==> src/rtl/msc_pkg.sv <==
package msc_pkg;
  typedef enum logic [1:0] {
    MODE_STREAM = 2'b00,
    MODE_TENT   = 2'b01,
    MODE_BUS    = 2'b10
  } mode_t;
endpackage

==> src/rtl/msc_edge.sv <==
module msc_edge #(
  parameter bit FALLING = 1'b0,
  parameter bit RST_LVL = 1'b1
) (
  input  logic clk,
  input  logic rst,
  input  logic lvl_i,
  output logic edge_o
);
  logic prev_q;

  always_ff @(posedge clk) begin
    if (rst) prev_q <= RST_LVL;
    else     prev_q <= lvl_i;
  end

  generate
    if (FALLING) begin : g_fall
      assign edge_o = prev_q & ~lvl_i;
    end else begin : g_rise
      assign edge_o = ~prev_q & lvl_i;
    end
  endgenerate
endmodule

==> src/rtl/msc_pulse_cnt.sv <==
module msc_pulse_cnt #(
  parameter int CNT_W = 8
) (
  input  logic             clk,
  input  logic             rst,
  input  logic             clr_i,
  input  logic             inc_i,
  output logic [CNT_W-1:0] cnt_o
);
  localparam logic [CNT_W-1:0] CNT_MAX = {CNT_W{1'b1}};
  logic [CNT_W-1:0] cnt_q;

  always_ff @(posedge clk) begin
    if (rst || clr_i)                   cnt_q <= '0;
    else if (inc_i && cnt_q != CNT_MAX) cnt_q <= cnt_q + 1'b1;
  end

  assign cnt_o = cnt_q;
endmodule

==> src/rtl/msc_mode_fsm.sv <==
module msc_mode_fsm
  import msc_pkg::*;
(
  input  logic  clk,
  input  logic  rst,
  input  logic  scl_lvl_i,
  input  logic  scl_fall_i,
  input  logic  match_i,
  input  logic  limit_i,
  output mode_t mode_o,
  output logic  stream_en_o,
  output logic  bus_en_o,
  output logic  restart_o
);
  mode_t state_q, state_d;
  logic  restart_d;

  always_comb begin
    state_d   = state_q;
    restart_d = 1'b0;
    unique case (state_q)
      MODE_STREAM: if (scl_fall_i) state_d = MODE_TENT;
      MODE_TENT: begin
        if (match_i) begin
          state_d = MODE_BUS;
        end else if (limit_i && scl_lvl_i) begin
          state_d   = MODE_STREAM;
          restart_d = 1'b1;
        end
      end
      MODE_BUS: state_d = MODE_BUS;
      default:  state_d = MODE_STREAM;
    endcase
  end

  always_ff @(posedge clk) begin
    if (rst) begin
      state_q     <= MODE_STREAM;
      stream_en_o <= 1'b1;
      bus_en_o    <= 1'b0;
      restart_o   <= 1'b0;
    end else begin
      state_q     <= state_d;
      stream_en_o <= (state_d == MODE_STREAM);
      bus_en_o    <= (state_d != MODE_STREAM);
      restart_o   <= restart_d;
    end
  end

  assign mode_o = state_q;
endmodule

==> src/rtl/mode_switch_ctrl.sv <==
module mode_switch_ctrl
  import msc_pkg::*;
#(
  parameter int CNT_W       = 8,
  parameter int IDLE_PULSES = 128
) (
  input  logic       clk,
  input  logic       rst,
  input  logic       scl_i,
  input  logic       vclk_i,
  input  logic       ctrl_match_i,
  output logic       stream_en_o,
  output logic       bus_en_o,
  output logic       restart_o,
  output logic [1:0] mode_o
);
  localparam logic [CNT_W-1:0] LIMIT = CNT_W'(IDLE_PULSES);

  logic             scl_fall, vclk_rise, cnt_clr, limit_hit;
  logic [CNT_W-1:0] pulse_cnt;
  mode_t            mode;

  msc_edge #(.FALLING(1'b1), .RST_LVL(1'b1)) u_scl_edge (
    .clk(clk), .rst(rst), .lvl_i(scl_i), .edge_o(scl_fall));

  msc_edge #(.FALLING(1'b0), .RST_LVL(1'b1)) u_vclk_edge (
    .clk(clk), .rst(rst), .lvl_i(vclk_i), .edge_o(vclk_rise));

  assign cnt_clr = scl_fall || (mode != MODE_TENT);

  msc_pulse_cnt #(.CNT_W(CNT_W)) u_cnt (
    .clk(clk), .rst(rst), .clr_i(cnt_clr), .inc_i(vclk_rise), .cnt_o(pulse_cnt));

  assign limit_hit = (pulse_cnt >= LIMIT);

  msc_mode_fsm u_fsm (
    .clk(clk), .rst(rst), .scl_lvl_i(scl_i), .scl_fall_i(scl_fall),
    .match_i(ctrl_match_i), .limit_i(limit_hit), .mode_o(mode),
    .stream_en_o(stream_en_o), .bus_en_o(bus_en_o), .restart_o(restart_o));

  assign mode_o = mode;
endmodule

==> config.mk <==
export PLATFORM = sky130hd
export DESIGN_NAME = mode_switch_ctrl
export DESIGN_NICKNAME = d
export VERILOG_FILES = /design/src/rtl/msc_pkg.sv /design/src/rtl/msc_edge.sv /design/src/rtl/msc_pulse_cnt.sv /design/src/rtl/msc_mode_fsm.sv /design/src/rtl/mode_switch_ctrl.sv
export SDC_FILE = /design/constraint.sdc
export NUM_CORES = 1
export LEC_CHECK = 0
export BUFFER_PORTS_ARGS = -buffer_cell sky130_fd_sc_hd__buf_4
export CAP_MARGIN = 20
export CORE_ASPECT_RATIO = 2
export CORE_MARGIN = 10
export CORE_UTILIZATION = 26
export CTS_CLUSTER_DIAMETER = 120
export DETAILED_ROUTE_END_ITERATION = 16
export PLACE_DENSITY = 0.4
export SLEW_MARGIN = 25
export SYNTH_ARGS = -nofsm -noshare
export SYNTH_HDL_FRONTEND = slang
export SYNTH_HIERARCHICAL = 1
export SYNTH_SLANG_ARGS = --single-unit
==> constraint.sdc <==
create_clock -name clk -period 1.7 [get_ports clk]
set_input_delay 0.085 -clock clk [delete_from_list [all_inputs] [get_ports clk]]
set_output_delay 0.085 -clock clk [all_outputs]
set_load 0.005 [all_outputs]
Word level (Yosys, flattened, before mapping)
Index checks and enable logic that the tools add are counted.
{"block": "classes", "n_addsub": 1, "n_lt_le_gt_ge": 1, "n_eq_ne": 4, "n_mux": 5, "bitwise": 5, "n_reduce_logical": 8}
{"operator": "$add A8 B1 Y8 const B", "count": 1}
{"operator": "$ge A8 B8 Y1 const B", "count": 1}
{"operator": "$ne A8 B8 Y1 const B", "count": 1}
{"operator": "$mux W2", "count": 3}
{"operator": "$pmux W2 S3", "count": 1}
{"operator": "$logic_not A2 Y1", "count": 2}
{"operator": "$not A1 Y1", "count": 3}
{"operator": "$reduce_or A3 Y1", "count": 1}
{"operator": "$and A1 B1 Y1", "count": 2}
{"operator": "$eq A2 B1 Y1 const B", "count": 1}
{"operator": "$eq A2 B2 Y1 const B", "count": 1}
{"operator": "$logic_and A1 B1 Y1", "count": 2}
{"operator": "$logic_or A1 B1 Y1", "count": 2}
{"operator": "$ne A2 B1 Y1 const B", "count": 1}
{"operator": "$reduce_bool A2 Y1", "count": 1}
{"operator": "$mux W1", "count": 1}
{"block": "word_totals", "register_bits": 15, "out_inout_bits": 5, "elab_cells": 31}

Logic depth before layout (Yosys ltp)
{"block": "logic_depth", "word_depth": 6, "ltp_mapped": 5, "mapped_depth_nobuf": 5}

Modules after synthesis
Netlist, hierarchy kept.
{"module": "msc_pulse_cnt", "instances": 1, "cells_each": 48, "area_per_inst_um2": 421.7, "seq_area_each_um2": 160.2}
{"module": "msc_mode_fsm", "instances": 1, "cells_each": 19, "area_per_inst_um2": 183.9, "seq_area_each_um2": 100.1}
{"module": "msc_edge at u_scl_edge", "instances": 1, "cells_each": 3, "area_per_inst_um2": 35.0, "seq_area_each_um2": 20.0}
{"module": "msc_edge at u_vclk_edge", "instances": 1, "cells_each": 3, "area_per_inst_um2": 32.5, "seq_area_each_um2": 20.0}
{"module": "mode_switch_ctrl", "instances": 1, "cells_each": 2, "area_per_inst_um2": 12.5, "seq_area_each_um2": 0.0}

Least setup slack after synthesis
OpenSTA, ideal clock, no wires.
{"block": "synth_path", "path_type": "flip-flop to flip-flop", "startpoint": "register u_scl_edge.prev_q", "endpoint": "register u_cnt.cnt_q[3], in the netlist u_cnt/cnt_o[3]", "arrival_ns": 1.418, "required_time_ns": 1.628, "setup_slack_ns": 0.210, "stages_incl_launch_ff": 5, "n_path_buf": 0, "period_less_slack_ns": 1.490, "cell_sequence": "dfxtp_1 and2b_2 or3b_1 or3_2 mux2i_1"}
{"block": "synth_via", "elab_chain_len": 3}
{"item": "start, declared", "line_no": "msc_edge.sv:10", "rtl": "logic prev_q;"}
{"item": "start signal, assigned", "line_no": "msc_edge.sv:14", "rtl": "else prev_q <= lvl_i;"}
{"item": "$and A1 B1 Y1", "line_no": "msc_edge.sv:19", "rtl": "assign edge_o = prev_q & ~lvl_i;"}
{"item": "via scl_fall", "line_no": "mode_switch_ctrl.sv:19", "rtl": "logic scl_fall, vclk_rise, cnt_clr, limit_hit;"}
{"item": "$logic_or A1 B1 Y1", "line_no": "mode_switch_ctrl.sv:29", "rtl": "assign cnt_clr = scl_fall || (mode != MODE_TENT);"}
{"item": "via cnt_clr", "line_no": "mode_switch_ctrl.sv:19"}
{"item": "$logic_or A1 B1 Y1", "line_no": "msc_pulse_cnt.sv:14", "rtl": "if (rst || clr_i) cnt_q <= '0;"}
{"item": "end signal, assigned", "line_no": "msc_pulse_cnt.sv:15", "rtl": "else if (inc_i && cnt_q != CNT_MAX) cnt_q <= cnt_q + 1'b1;"}
{"item": "end, declared", "line_no": "msc_pulse_cnt.sv:11", "rtl": "logic [CNT_W-1:0] cnt_q;"}
The timed path passes the listed nets, and every way through them passes these cells.
A chain may end at the register's enable or synchronous reset.

Worst setup path after layout
Ends and elaborated chain as after synthesis.

==> flow_summary_export.csv <==
group,metric,value,unit
setup_path,cp_max_fo,5,
timing,final_hold_violation_count,0,
yosys,syn_area_per_cell,9.142,um2
setup_path,criticalPathCategory,"flip-flop to flip-flop",
job,max_cap_viol_count,0,
layout,layout-area-overhead-vs-synth,24.64,%
yosys,synth_seq_cells,15,
routing,met1Wirelength,595,um
hold_path,holdCritPathClass,"input pin to flip-flop",
timing,final_setup_violations,0,
cts,post_cts_resized,0,
grt,vias_in_the_first_global_route,651,
routing,dr.pass1.iters,2,
cts,cell_at_the_root_of_the_clock_tree,"sky130_fd_sc_hd__clkbuf_8",
power,power,0.0007200,W
cts,clk_latency,0.25,ns
power,vdd_ir_drop_max,0.4193,mV
yosys,syn_nets,81,
cts,cts_buffer_depth,2,
timing,finalWorstPathRequiredPeriod,1.565,ns
yosys,syn-cell-area,685.7,um2
setup_path,worst-r2r-setup-slack,0.14,ns
grt,grt_overflow_total,0,
yosys,yosys-top-cells-area,"sky130_fd_sc_hd__dfxtp_1 (44%), sky130_fd_sc_hd__mux2i_1 (7.3%), sky130_fd_sc_hd__nand2_1 (5.5%)",
routing,met3_length,67,um
routing,routed_via_density,5.034,
timing,slew_viol_final,0,
routing,drc,0,
setup_path,reg2reg_from,"u_scl_edge/prev_q",
grt,grt_util_all_layers,6.890,%
routing,avgRoutedWirePerCell,14.29,um
grt,maximum_number_of_pins_on_one_net_before_global_route_repair,13,
power,cellPowerDensity,842.5,nW/um2
setup_path,crit_path_end_kind,"flip-flop",
die,core_footprint,2537,um2
timing,timing.max_slew.rel_slack,78.92,%
setup_path,critPathLaunchType,"flip-flop",
die,initial_utilization,27.02,%
hold_path,hold_path_startpoint,"vclk_i",
setup_path,cp.arrival,1.75,ns
setup_path,critical_path_required,1.88,ns
timing,setup_tns_final,0,ns
yosys,synthDominantCellAreaShare,43.80,%
hold_path,hold-path-cell-count,2,
power,power.static_leakage,0.3279,nW
die,die_h,92.63,um
yosys,yosysWarnings,6,
placement,port_buffers,9,
timing,max_freq,639.1,MHz
yosys,yosys_most_used_dff,"sky130_fd_sc_hd__dfxtp_1",
die,fp.dieArea,5216,um2
yosys,ys_seq_area_share,43.80,%
layout,drive_gt1_share,25.56,%
cts,numCtsBuffers,3,
layout,fillerInstances,285,
die,rows,26,
yosys,netlist_cell_types,33,
status,run_status,"completed",
yosys,synthTopCellsByCount,"sky130_fd_sc_hd__dfxtp_1 (15), sky130_fd_sc_hd__nand2_1 (10), sky130_fd_sc_hd__a21oi_1 (6)",
layout,n_antenna_cell,0,
routing,met2WireLength,998,um
cts,tritoncts,"built",
cts,clock_transition_at_the_registers_of_the_reported_paths,0.06,ns
die,die_width,56.31,um
yosys,netlist_instances,75,
timing,grt_setup_unrepaired,"false",
cts,cts.hold.buffers_added,0,
routing,ant_nets,0,
yosys,synth_edf_count,0,
yosys,asyncSetResetFlopFracSynth,0,%
cts,postCtsSetupRepairBufs,0,
routing,maxUsedRoutingLayer,"met4",
cts,max_h_tree_level,1,
routing,via_count,594,
routing,drtIter0Drc,7,
yosys,yosys.cell_count.top_type,"sky130_fd_sc_hd__dfxtp_1",
setup_path,timing.reg2reg.worst_path_depth,4,
placement,gp_routability_congestion,0.6714,
timing,finClkSkew,0.007792,ns
cts,clock-sinks,15,
setup_path,timing.rr.end,"u_cnt/cnt_o[3]",
timing,tightest_slew,0.3157,ns
die,floorplan.io_pins,10,
placement,post-dp-hpwl,1.376,mm
yosys,netlist.top_cell.by_area,"sky130_fd_sc_hd__dfxtp_1",
hold_path,worst_hold_path.endpoint,"u_vclk_edge/prev_q",
routing,wirelength,1.686,mm
layout,finalNetCount,97,
grt,grt_first_pass_wirelength,2.870,mm
grt,grt_antenna_before_repair,0,
timing,period_share,92.04,%
-- layout by cell type (no fill, tap or decap), drive strengths merged, types with 3 or more instances in the layout --
cell type,Yosys,layout
a21oi,6,6
dfxtp,15,15
or3,3,3
nor2,5,5
mux2i,5,5
clkbuf,1,4
nand2,10,10
buf,1,13
-- through the flow --
stage                     cells  setup WS (ns)  hold slack (ns)  cell area, um2  util [%]
after floorplan              75         0.2099           0.1519           685.7         -
after global placement      114         0.1776           0.2760           809.5     31.90
after detailed placement    114         0.1486           0.2783           809.5     31.90
after CTS                   118         0.1333          0.02644           854.6     33.68
after global routing        118        0.08986          0.02781           854.6     33.68
final                       118         0.1354          0.03297           854.6     33.68
-- cell type report --
type	instances	area (um2)	share of cell area (%)
clock buffers	4	45.04	5.271
well taps	28	35.03	4.100
multi-input cells	57	372.9	43.63
inverters	1	3.754	0.4392
repair buffers	13	97.59	11.42
flip-flops and latches	15	300.3	35.14
-- critical path, stage by stage, from the launching register on --
cell	delay, ns
sky130_fd_sc_hd__dfxtp_1	0.30
sky130_fd_sc_hd__and2b_2	0.19
sky130_fd_sc_hd__or3b_1	0.42
sky130_fd_sc_hd__or3_2	0.46
sky130_fd_sc_hd__mux2i_1	0.12
-- registers in the layout, summed over array words and instances (netlist names) --
register and cells:
u_fsm/mode_o 2, u_fsm/restart_o 1, u_fsm/bus_en_o 1, u_cnt/cnt_o 8, u_vclk_edge/prev_q 1, u_fsm/stream_en_o 1, u_scl_edge/prev_q 1
-- kinds of logic (layout without fill, tap and decap cells) --
family | Yosys count | in the layout | share of synthesized area [%]
buffers and inverters | 3 | 18 | 1.823
DFF | 15 | 15 | 43.80
adders and majority gates | 1 | 1 | 1.825
and+or+nand+nor | 38 | 38 | 31.75
AOI/OAI and AO/OA | 12 | 12 | 11.86
muxes | 6 | 6 | 8.942
-- where the power goes --
part / internal (W) / total [W] / switching [W]
registers: 0.000362 / 0.000367 / 0.00000503
logic: 0.0000361 / 0.0000664 / 0.0000303
clock network: 0.000166 / 0.000286 / 0.000120
total: 0.000564 / 0.000720 / 0.000156
-- how the worst max path moves through the flow --
stage / from / end / slack [ns] / cells past startpoint
global route: u_scl_edge/prev_q / u_cnt/cnt_o[3] / 0.09 / 4
floorplan: u_scl_edge/prev_q / u_cnt/cnt_o[3] / 0.21 / 4
CTS: u_scl_edge/prev_q / u_cnt/cnt_o[3] / 0.13 / 4
global placement: u_scl_edge/prev_q / u_cnt/cnt_o[3] / 0.18 / 4
detailed placement: u_scl_edge/prev_q / u_cnt/cnt_o[3] / 0.15 / 4
finish: u_scl_edge/prev_q / u_cnt/cnt_o[3] / 0.14 / 4
-- metal layers --
layer / global-route usage (%) / vias to the layer above
li1: - / 305
met1: 5.077 / 279
met2: 14.31 / 8
met3: 2.326 / 2
met4: 3.629 / 0
met5: 0 / -
No activity file was read; power rests on OpenSTA's default activity.
